**src/rtl/sqw_pkg.sv**
```systemverilog
package sqw_pkg;

    localparam int RATE_W = 4;
    localparam int LINES  = (1 << RATE_W) - 1;

    typedef enum logic [1:0] {
        ST_OFF,
        ST_TAP,
        ST_FULL,
        ST_BACKUP
    } sqw_state_e;

    // Divider bit driven by each decoded line (line 0 is never decoded).
    function automatic int tap_of(input int line);
        int b;
        case (line)
            1:       b = 6;
            2:       b = 7;
            3:       b = 1;
            4:       b = 2;
            5:       b = 3;
            6:       b = 4;
            7:       b = 5;
            8:       b = 6;
            9:       b = 7;
            10:      b = 8;
            11:      b = 9;
            12:      b = 10;
            13:      b = 11;
            14:      b = 12;
            15:      b = 13;
            default: b = 0;
        endcase
        return b;
    endfunction

endpackage

```
**src/rtl/sqw_ref_sync.sv**
```systemverilog
module sqw_ref_sync (
    input  logic clk,
    input  logic rst_n,
    input  logic ref_lvl,
    output logic ref_dly,
    output logic tick
);
    logic stage1_q;
    logic stage2_q;

    always_ff @(posedge clk) begin
        if (!rst_n) begin
            stage1_q <= 1'b0;
            stage2_q <= 1'b0;
        end else begin
            stage1_q <= ref_lvl;
            stage2_q <= stage1_q;
        end
    end

    assign tick    = stage1_q & ~stage2_q;
    assign ref_dly = stage2_q;
endmodule

```
**src/rtl/sqw_divider.sv**
```systemverilog
module sqw_divider #(
    parameter int STAGES = 15
) (
    input  logic              clk,
    input  logic              rst_n,
    input  logic              tick,
    output logic [STAGES-1:0] count
);
    always_ff @(posedge clk) begin
        if (!rst_n) begin
            count <= '0;
        end else if (tick) begin
            count <= count + 1'b1;
        end
    end
endmodule

```
**src/rtl/sqw_tap_decode.sv**
```systemverilog
module sqw_tap_decode
    import sqw_pkg::*;
#(
    parameter int STAGES = 15
) (
    input  logic [RATE_W-1:0] code,
    output logic [STAGES-1:0] tap_mask
);
    logic [LINES:1] line_sel;

    for (genvar l = 1; l <= LINES; l++) begin : g_line
        assign line_sel[l] = (code == RATE_W'(l));
    end

    always_comb begin
        tap_mask = '0;
        for (int l = 1; l <= LINES; l++) begin
            if (line_sel[l] && tap_of(l) < STAGES) begin
                tap_mask[tap_of(l)] = 1'b1;
            end
        end
    end
endmodule

```
**src/rtl/sqw_tap_gen.sv**
```systemverilog
module sqw_tap_gen
    import sqw_pkg::*;
#(
    parameter int STAGES = 15
) (
    input  logic              clk,
    input  logic              rst_n,
    input  logic              ref_lvl,
    input  logic              sqw_en,
    input  logic              full_rate,
    input  logic [RATE_W-1:0] rate_sel,
    input  logic              aux_bat_en,
    input  logic              main_pwr_ok,
    input  logic              aux_volt_ok,
    output logic              sqw_out
);
    logic              ref_dly;
    logic              tick;
    logic [STAGES-1:0] div_cnt;
    logic [STAGES-1:0] tap_mask_d;
    logic [STAGES-1:0] tap_mask_q;
    sqw_state_e        state_d;
    sqw_state_e        state_q;
    logic              backup_ok;

    sqw_ref_sync u_sync (
        .clk     (clk),
        .rst_n   (rst_n),
        .ref_lvl (ref_lvl),
        .ref_dly (ref_dly),
        .tick    (tick)
    );

    sqw_divider #(.STAGES(STAGES)) u_div (
        .clk   (clk),
        .rst_n (rst_n),
        .tick  (tick),
        .count (div_cnt)
    );

    sqw_tap_decode #(.STAGES(STAGES)) u_dec (
        .code     (rate_sel),
        .tap_mask (tap_mask_d)
    );

    assign backup_ok = sqw_en & full_rate & aux_bat_en & aux_volt_ok;

    // Next-state decode: disable / select tap / override / fail over.
    always_comb begin
        if (!main_pwr_ok) begin
            state_d = backup_ok ? ST_BACKUP : ST_OFF;
        end else if (!sqw_en) begin
            state_d = ST_OFF;
        end else if (full_rate) begin
            state_d = ST_FULL;
        end else if (rate_sel == '0) begin
            state_d = ST_OFF;
        end else begin
            state_d = ST_TAP;
        end
    end

    // State register.
    always_ff @(posedge clk) begin
        if (!rst_n) begin
            state_q    <= ST_OFF;
            tap_mask_q <= '0;
        end else begin
            state_q    <= state_d;
            tap_mask_q <= tap_mask_d;
        end
    end

    // Output register.
    always_ff @(posedge clk) begin
        if (!rst_n) begin
            sqw_out <= 1'b0;
        end else begin
            unique case (state_q)
                ST_OFF:    sqw_out <= 1'b0;
                ST_TAP:    sqw_out <= |(div_cnt & tap_mask_q);
                ST_FULL:   sqw_out <= ref_dly;
                ST_BACKUP: sqw_out <= ref_dly;
                default:   sqw_out <= 1'b0;
            endcase
        end
    end
endmodule

```
**config.mk**
```make
export PLATFORM = sky130hd
export DESIGN_NAME = sqw_tap_gen
export DESIGN_NICKNAME = d
export VERILOG_FILES = /design/src/rtl/sqw_pkg.sv /design/src/rtl/sqw_ref_sync.sv /design/src/rtl/sqw_divider.sv /design/src/rtl/sqw_tap_decode.sv /design/src/rtl/sqw_tap_gen.sv
export SDC_FILE = /design/constraint.sdc
export NUM_CORES = 1
export LEC_CHECK = 0
export BUFFER_PORTS_ARGS = -buffer_cell sky130_fd_sc_hd__buf_2
export CAP_MARGIN = 10
export CORE_MARGIN = 1.5
export CORE_UTILIZATION = 60
export CTS_CLUSTER_SIZE = 30
export DETAILED_ROUTE_END_ITERATION = 10
export PLACE_DENSITY = 0.81
export REMOVE_ABC_BUFFERS = 1
export SETUP_SLACK_MARGIN = 0.2
export SYNTH_ARGS = -nofsm -noshare
export SYNTH_HDL_FRONTEND = slang
export SYNTH_SLANG_ARGS = --single-unit
```
**constraint.sdc**
```tcl
create_clock -name clk -period 2.29 [get_ports clk]
set_input_delay 0.458 -clock clk [delete_from_list [all_inputs] [get_ports clk]]
set_output_delay 0.458 -clock clk [all_outputs]
set_load 0.03 [all_outputs]
```
---- Word-level counts from Yosys, hierarchy flattened ----
Index checks and enable logic that the tools add are counted.
storage, ports and cells
  flip-flop bits (word level) ............. 35
  bits of input ports ..................... 12
operators by class
  add/subtract/negate cells ............... 1
  magnitude comparators ................... 30
  equal/unequal tests ..................... 18
  muxes and demuxes ....................... 66
  bitwise logic cells ..................... 20
  reductions and logical operators ........ 19
operators with widths
  cell                     number
  $ge A32 B1 Y1 const B    15
  $lt A32 B6 Y1 const B    15
  $mux W32                 15
  $mux W15                 15
  $or A15 B15 Y15          14
  $demux W1 S4             15
  $eq A4 B4 Y1 const B     8
  $eq A4 B3 Y1 const B     4
  $mux W1                  16
  $add A15 B1 Y15 const B  1
  $and A15 B15 Y15         1
  $logic_and A1 B1 Y1      15
  $reduce_or A15 Y1        1
  $eq A4 B2 Y1 const B     2
  $mux W2                  4
  $and A1 B1 Y1            4
  $eq A2 B2 Y1 const B     2
  $eq A4 B1 Y1 const B     1
  $logic_not A4 Y1         1
  $pmux W1 S3              1
  $eq A2 B1 Y1 const B     1
  $logic_not A2 Y1         1
  $reduce_or A2 Y1         1
  $not A1 Y1               1

---- Longest topological paths before layout ----
Gate-level depths: netlist of run 1.
  depth after elaboration ................. 35
  depth in mapped cells ................... 5
  depth with buffers taken out ............ 5

---- Hierarchy ----
From an unflattened synthesis of run 1, not the netlist that was laid out.
second synthesis, totals
  cells, all modules ...................... 159
  area, all modules ....................... 1,462.7 sq um
modules (own cells, without submodules)
  module          times used  cells an instance  area an instance (sq um)
  sqw_divider     1           76                 680.7
  sqw_tap_gen     1           54                 589.3
  sqw_tap_decode  1           24                 126.4
  sqw_ref_sync    1           5                  66.3

---- Worst setup path after synthesis of run 1 ----
Ideal clock, no wire load.
  path kind ............................... input port to flip-flop
  start ................................... in rate_sel[3]
  end ..................................... reg state_q[0]
  library setup time ...................... 0.117 ns
  arrival ................................. 1.203 ns
  path slack .............................. 0.970 ns
  stages on the path ...................... 4
  cells stage by stage .................... clkbuf_1 -> or4_1 -> nand3b_1 -> a21oi_1
on the way
  word-level cells in the longest chain between the ends .. 5
RTL lines
  what                  RTL line           source
  start, declared       sqw_tap_gen.sv:11  input logic [RATE_W-1:0] rate_sel,
  $logic_not A4 Y1      sqw_tap_gen.sv:56  end else if (rate_sel == '0) begin
  $mux W1               sqw_tap_gen.sv:56
  $mux W2               sqw_tap_gen.sv:54  end else if (full_rate) begin
  $mux W2               sqw_tap_gen.sv:52  end else if (!sqw_en) begin
  $mux W2               sqw_tap_gen.sv:50  if (!main_pwr_ok) begin
  end signal, assigned  sqw_tap_gen.sv:69  state_q <= state_d;
  end, declared         sqw_tap_gen.sv:23  sqw_state_e state_q;
Every way passes these cells.
A chain may end at the register's enable or synchronous reset.

---- Final worst setup path of run 1 ----
  start ................................... reg u_div.count[0]
  end ..................................... reg u_div.count[11]
on the way
  word-level cells in the longest chain between the ends .. 1
RTL lines
  what                    RTL line           source
  start, declared         sqw_divider.sv:7   output logic [STAGES-1:0] count
  start signal, assigned  sqw_divider.sv:13  count <= count + 1'b1;
  $add A15 B1 Y15         sqw_divider.sv:13
Every way passes these cells.

==> impl_metrics.env, run 1 <==
export IMPL_clock_root_buffer="sky130_fd_sc_hd__clkbuf_4"
export IMPL_clk_latency_ns=0.33
export IMPL_worstPathRequired_ns=2.55
export IMPL_max_clock_freq_ghz=0.672
export IMPL_endpoint_kind="register"
export IMPL_maxCapViolCount=0
export IMPL_clockBufferDepth=2
export IMPL_die_h_um=49.0
export IMPL_count_of_input_and_output_buffers=12
export IMPL_ys_warnings_count=0
export IMPL_cell_types_occupying_the_most_area_after_synthesis="sky130_fd_sc_hd__dfxtp_1 50%, sky130_fd_sc_hd__xnor2_1 6.9%, sky130_fd_sc_hd__and2_1 6.4%"
export IMPL_timing_hold_violations_final=0
export IMPL_yosysUniqueCellTypes=31
export IMPL_core_area_um2=1980
export IMPL_tritoncts_num_sinks=32
export IMPL_critPathBufInv=0
export IMPL_ctsHtreeMaxLevel=2
export IMPL_post_cts_setup_buffer_count=0
export IMPL_regToRegSetupSlack_ns=0.80
export IMPL_synth_edf_count=0
export IMPL_grt_pass1_vias=963
export IMPL_cts_hold_buffers=0
export IMPL_ant_nets=0
export IMPL_dieArea_um2=2400
export IMPL_report_final_slew_viol_count=0
export IMPL_worst_tran_pin_value_ns=0.336
export IMPL_numCtsBuffers=5
export IMPL_detail_route_iter0_violations=7
export IMPL_synthArstFlopShare=0
export IMPL_slew_headroom=0.776
export IMPL_ctsResizeCount=0
export IMPL_areaGrowthSynthToFinish_pct=10.9
export IMPL_rsz0062_at_grt="no"
export IMPL_yosysMostFrequentCell="sky130_fd_sc_hd__dfxtp_1"
export IMPL_ys_seq_elements=32
export IMPL_final_min_period_over_clock_period=0.650
export IMPL_synth_area_leader_cell="sky130_fd_sc_hd__dfxtp_1"
export IMPL_run_status="finished, final reports clean"
export IMPL_postSynth_topFlopCell="sky130_fd_sc_hd__dfxtp_1"
export IMPL_power_per_cell_area_nw_per_um2=655
export IMPL_tritoncts="built"
export IMPL_netlist_area_um2=1270
export IMPL_crit_path_top_delay_cell="sky130_fd_sc_hd__dfxtp_1"
export IMPL_dp_hpwl_um=1700
export IMPL_timing_final_setup_violations=0
export IMPL_clkSlewWorstSetupHoldPaths_ns=0.10
export IMPL_routed_wl_um=2310
export IMPL_totalNegativeSetupSlack_ns=0
export IMPL_routed_via_count=944
export IMPL_worstPathMaxFanout=6
export IMPL_crit_path_start_kind="register"
export IMPL_start_util=0.641
export IMPL_synth_top_area_share=0.504
export IMPL_synth_top_cells_by_count="32 x sky130_fd_sc_hd__dfxtp_1, 13 x sky130_fd_sc_hd__and2_1, 10 x sky130_fd_sc_hd__nor2_1, 10 x sky130_fd_sc_hd__xnor2_1, 7 x sky130_fd_sc_hd__nand2_1"
export IMPL_antenna_diode_count=0
export IMPL_grt_residual_overflow=0
export IMPL_iteration_count_of_the_initial_detailed_routing_pass=4
export IMPL_top_level_ports=13
export IMPL_syn_avg_cell_area_um2=9.85
export IMPL_worst_clk_skew_ns=0.00853
export IMPL_grt_max_degree=24
export IMPL_power_leakage_uw=0.000538
export IMPL_final_nets=158
export IMPL_min_clock_period_post_route_ns=1.49
export IMPL_seq_area_frac_synth=0.504
export IMPL_grt_antenna_before_repair=0
export IMPL_die_w_um=49.0
export IMPL_grt_first_pass_wirelength_um=4010
export IMPL_placementRows=16
export IMPL_post_drt_wl_per_cell_um=13.3
export IMPL_category_of_the_critical_setup_timing_path="register to register"
export IMPL_ir_drop_mv=0.478
export IMPL_critical_path_top_delay_family="simple AND/OR/NAND/NOR gates"
export IMPL_fin_hold_ws_ns=0.334
export IMPL_globalRouteTotalUtil=0.222
export IMPL_drive_above_1_share=0.158
export IMPL_min_delay_path_class="input pin to register"
export IMPL_max_stage_delay_ns=0.40
export IMPL_gp_congestion=0.806
export IMPL_post_route_drc_violation_count=0
export IMPL_crit_path_cell_trace="and4b_1 > nand4_4 > or3_1 > a21boi_1"
export IMPL_syn_instance_count=129
export IMPL_vias_per_cell=5.46
export IMPL_fin_total_pwr_uw=924
export IMPL_arrival_worst_endpoint_ns=1.75
## routing by layer
metal,vias to the layer above,GRT usage,part of all wire
li1,489,-,-
met5,-,0,0
met1,428,0.244,0.45
met4,0,0.0952,0.013
met2,22,0.393,0.50
met3,5,0.0706,0.038
## area by class of cell
type                       count  area [um2]
clock inverter                 3        18.8
sequential                    32         641
timing repair buffer          12        60.1
tap                           27        33.8
multi-input combinational     93         616
inverter                       1        3.75
fill                         168         572
clock buffer                   5        37.5
## flip-flops by register name, indices dropped and copies added, names as in the netlist
signal,flops
tap_mask_q,13
state_q,2
u_sync.ref_dly,1
sqw_out,1
u_sync.stage1_q,1
u_div.count,14
## through the flow
stage	cells	utilization	area [um2]	setup slack (ns)
final	173	0.711	1410	0.801
after global routing	173	0.711	1410	0.744
after CTS	173	0.711	1410	0.816
after detailed placement	165	0.683	1350	0.850
after global placement	165	0.683	1350	0.883
after floorplan	126	-	1260	0.985
## placed cells by master (no fill, tap or decap), types with 2 or more instances in the layout
master and count:
sky130_fd_sc_hd__nor2b_1 2, sky130_fd_sc_hd__and2_1 13, sky130_fd_sc_hd__o21ai_0 4, sky130_fd_sc_hd__xnor2_1 10, sky130_fd_sc_hd__or3_1 3, sky130_fd_sc_hd__a22oi_1 5
sky130_fd_sc_hd__nand3_1 6, sky130_fd_sc_hd__nand3b_1 4, sky130_fd_sc_hd__nor3_1 4, sky130_fd_sc_hd__clkinv_2 2, sky130_fd_sc_hd__nand2_1 7, sky130_fd_sc_hd__nand4_1 4
sky130_fd_sc_hd__a21boi_1 2, sky130_fd_sc_hd__buf_2 12, sky130_fd_sc_hd__dfxtp_1 32, sky130_fd_sc_hd__a21oi_1 2, sky130_fd_sc_hd__and4b_1 2, sky130_fd_sc_hd__clkbuf_4 5
sky130_fd_sc_hd__nand2b_1 3, sky130_fd_sc_hd__nor2_1 10
## power by group
| group | leakage (uW) | total, uW | internal, uW | switching [uW] |
|---|---|---|---|---|
| clock | 0.0000349 | 306 | 118 | 188 |
| sequential | 0.000259 | 571 | 566 | 5.76 |
| combinational | 0.000244 | 46.9 | 21.5 | 25.4 |
## cells by family after synthesis
group	synth area share
simple gates	0.303
xor+xnor	0.0758
compound gates	0.0787
buf+inv	0.0118
fa+ha+maj	0.00984
flops	0.504
mux	0.0167
## worst reg2reg max path, stage by stage (launching register included)
cell	delay, ns
sky130_fd_sc_hd__dfxtp_1	0.40
sky130_fd_sc_hd__and4b_1	0.35
sky130_fd_sc_hd__nand4_4	0.14
sky130_fd_sc_hd__or3_1	0.38
sky130_fd_sc_hd__a21boi_1	0.15
## worst paths after layout
check / from / to / depth (start not counted)
max: u_div.count[0]$_SDFFE_PN0P_ / u_div.count[11]$_SDFFE_PN0P_ / 4
min: ref_lvl / u_sync.stage1_q$_SDFF_PN0_ / 2
max reg2reg: u_div.count[0]$_SDFFE_PN0P_ / u_div.count[11]$_SDFFE_PN0P_ / 4
min reg2reg: state_q[0]$_SDFF_PN0_ / sqw_out$_SDFF_PN0_ / 2
Note: power is estimated with default switching activity, not from simulation.
==> run 2: changes to the inputs <==
--- a/config.mk
+++ b/config.mk
@@ -8,10 +8,10 @@
 export BUFFER_PORTS_ARGS = -buffer_cell sky130_fd_sc_hd__buf_2
 export CAP_MARGIN = 10
 export CORE_MARGIN = 1.5
-export CORE_UTILIZATION = 60
+export CORE_UTILIZATION = 56
 export CTS_CLUSTER_SIZE = 30
 export DETAILED_ROUTE_END_ITERATION = 10
-export PLACE_DENSITY = 0.81
+export PLACE_DENSITY = 0.76
 export REMOVE_ABC_BUFFERS = 1
 export SETUP_SLACK_MARGIN = 0.2
 export SYNTH_ARGS = -nofsm -noshare
==> constraint.sdc (replaced) <==
create_clock -name clk -period 1.56 [get_ports clk]
set_input_delay 0.312 -clock clk [delete_from_list [all_inputs] [get_ports clk]]
set_output_delay 0.312 -clock clk [all_outputs]
set_load 0.03 [all_outputs]
==> run 2 against run 1 <==
Against the previous run:
- maximum frequency rose by 12%
- worst setup slack worse by 0.57 ns
- wire length grew 6.2%
- critical endpoint is now u_div.count[9]$_SDFFE_PN0P_
- flip-flop and latch count unchanged
- global-route usage shrank 0.81 points
- sequential share of layout area down 1.9 points
==> impl_metrics.env, run 2 (synthesis gave the netlist of run 1 again) <==
export IMPL_power_clock_fraction=0.358
export IMPL_tritoncts="built"
export IMPL_register_name_with_the_most_flops="u_div.count"
export IMPL_ir_drop_mv=0.720
export IMPL_clkSlewWorstSetupHoldPaths_ns=0.09
export IMPL_iteration_count_of_the_initial_detailed_routing_pass=4
export IMPL_layout_cells_most_common="sky130_fd_sc_hd__dfxtp_1"
export IMPL_drive_above_1_share=0.270
export IMPL_tritoncts_num_sinks=32
export IMPL_clockBufferDepth=2
export IMPL_final_min_period_over_clock_period=0.850
export IMPL_grt_met2_usage=0.371
export IMPL_final_nets=165
export IMPL_grt_util_met1=0.237
export IMPL_die_h_um=50.6
export IMPL_report_final_slew_viol_count=0
export IMPL_globalRouteTotalUtil=0.214
export IMPL_ant_nets=0
export IMPL_endpoint_kind="register"
export IMPL_max_ffs_per_register=14
export IMPL_grt_first_pass_wirelength_um=3960
export IMPL_min_delay_path_class="input pin to register"
export IMPL_min_clock_period_post_route_ns=1.33
export IMPL_top_level_ports=13
export IMPL_die_w_um=50.6
export IMPL_largestRegisters="u_div.count x14, tap_mask_q x13, state_q x2"
export IMPL_power_per_cell_area_nw_per_um2=932
export IMPL_gp_congestion=0.787
export IMPL_internal_power_uw=1110
export IMPL_worst_tran_pin_value_ns=0.352
export IMPL_met3_track_utilization_from_global_routing=0.0714
export IMPL_grt_residual_overflow=0
export IMPL_layout_common_cells="25 x sky130_fd_sc_hd__dfxtp_1, 13 x sky130_fd_sc_hd__and2_1, 12 x sky130_fd_sc_hd__buf_2"
export IMPL_comb_power_share=0.050
export IMPL_worstPathRequired_ns=1.83
export IMPL_routed_via_count=1008
export IMPL_category_of_the_critical_setup_timing_path="register to register"
export IMPL_dieArea_um2=2560
export IMPL_core_area_um2=2170
export IMPL_run_status="finished, final reports clean"
export IMPL_fin_hold_ws_ns=0.192
export IMPL_switching_share=0.211
export IMPL_rsz0062_at_grt="yes"
export IMPL_worst_clk_skew_ns=0.00351
export IMPL_timing_final_setup_violations=0
export IMPL_worstPathMaxFanout=6
export IMPL_cts_hold_buffers=0
export IMPL_grt_pass1_vias=904
export IMPL_slew_headroom=0.765
export IMPL_maxCapViolCount=0
export IMPL_start_util=0.586
export IMPL_power_net_switching_uw=297
export IMPL_ctsHtreeMaxLevel=2
export IMPL_crit_path_start_kind="register"
export IMPL_antenna_diode_count=0
export IMPL_count_of_input_and_output_buffers=12
export IMPL_detail_route_iter0_violations=26
export IMPL_peak_usage_layer_in_the_global_routing_report="met2"
export IMPL_post_route_drc_violation_count=0
export IMPL_vias_per_cell=5.60
export IMPL_layout_filler_cells=172
export IMPL_power_sequential_fraction=0.591
export IMPL_routed_wl_um=2450
export IMPL_clk_latency_ns=0.32
export IMPL_clock_root_buffer="sky130_fd_sc_hd__clkbuf_4"
export IMPL_placementRows=17
export IMPL_post_drt_wl_per_cell_um=13.6
export IMPL_power_leakage_uw=0.000579
export IMPL_timing_hold_violations_final=0
export IMPL_totalNegativeSetupSlack_ns=0
export IMPL_grt_max_degree=24
export IMPL_arrival_worst_endpoint_ns=1.59
export IMPL_areaGrowthSynthToFinish_pct=19.1
export IMPL_max_clock_freq_ghz=0.754
export IMPL_numCtsBuffers=5
export IMPL_dp_hpwl_um=1740
export IMPL_grt_antenna_before_repair=0
==> run 2: what timing repair did <==
action                     4_1_cts  5_1_grt
setup endpoints to repair        7        9
resized for setup                9        9
buffers inserted                 1        4
pin swaps                        2       12
==> run 2: power groups by stage <==
stage / logic (uW) / registers [uW] / clock network [uW]
2_1_floorplan: 34.2 / 855 / 0
5_1_grt: 79.3 / 837 / 560
6_report: 70.6 / 835 / 506
3_3_place_gp: 65.6 / 856 / 0
3_5_place_dp: 69.1 / 857 / 0
4_1_cts: 69.5 / 837 / 516
==> run 2: metrics by stage <==
| stage | power (uW) | util | setup WS (ns) | area, um2 | cells |
|---|---|---|---|---|---|
| 5_1_grt | 1480 | 0.698 | 0.166 | 1510 | 180 |
| 2_1_floorplan | 889 | - | 0.255 | 1260 | 126 |
| 3_5_place_dp | 926 | 0.631 | 0.130 | 1370 | 168 |
| 3_3_place_gp | 922 | 0.631 | 0.171 | 1370 | 168 |
| 6_report | 1410 | 0.698 | 0.235 | 1510 | 180 |
| 4_1_cts | 1420 | 0.670 | 0.206 | 1450 | 176 |
==> run 2: final cells by class <==
class	count	area, um2	share of cell area
inverters	1	3.75	0.00248
well taps	28	35.0	0.0231
clock buffers	7	65.1	0.0430
repair buffers	19	113	0.0744
flip-flops and latches	32	659	0.436
multi-input cells	93	638	0.421
==> run 2: layer usage <==
layer | part of all wire | routed length, um
met5 | 0 | 0
met4 | 0.017 | 42
met3 | 0.047 | 115
met2 | 0.51 | 1240
met1 | 0.43 | 1050
==> run 2: worst paths after layout <==
| kind | from | end | slack, ns | cells after the start |
|---|---|---|---|---|
| hold reg to reg | state_q[0]$_SDFF_PN0_ | sqw_out$_SDFF_PN0_ | 0.47 | 2 |
| setup reg to reg | u_div.count[3]$_SDFFE_PN0P_ | u_div.count[9]$_SDFFE_PN0P_ | 0.23 | 4 |
| hold / removal | ref_lvl | u_sync.stage1_q$_SDFF_PN0_ | 0.19 | 2 |
| setup / recovery | u_div.count[3]$_SDFFE_PN0P_ | u_div.count[9]$_SDFFE_PN0P_ | 0.23 | 4 |
==> run 2: worst max-delay path: stages, from the launching register on <==
cell and delay (ns):
sky130_fd_sc_hd__dfxtp_4 0.38, sky130_fd_sc_hd__and4_4 0.26, sky130_fd_sc_hd__nand4_4 0.12, sky130_fd_sc_hd__or3_1 0.38, sky130_fd_sc_hd__a21boi_2 0.12
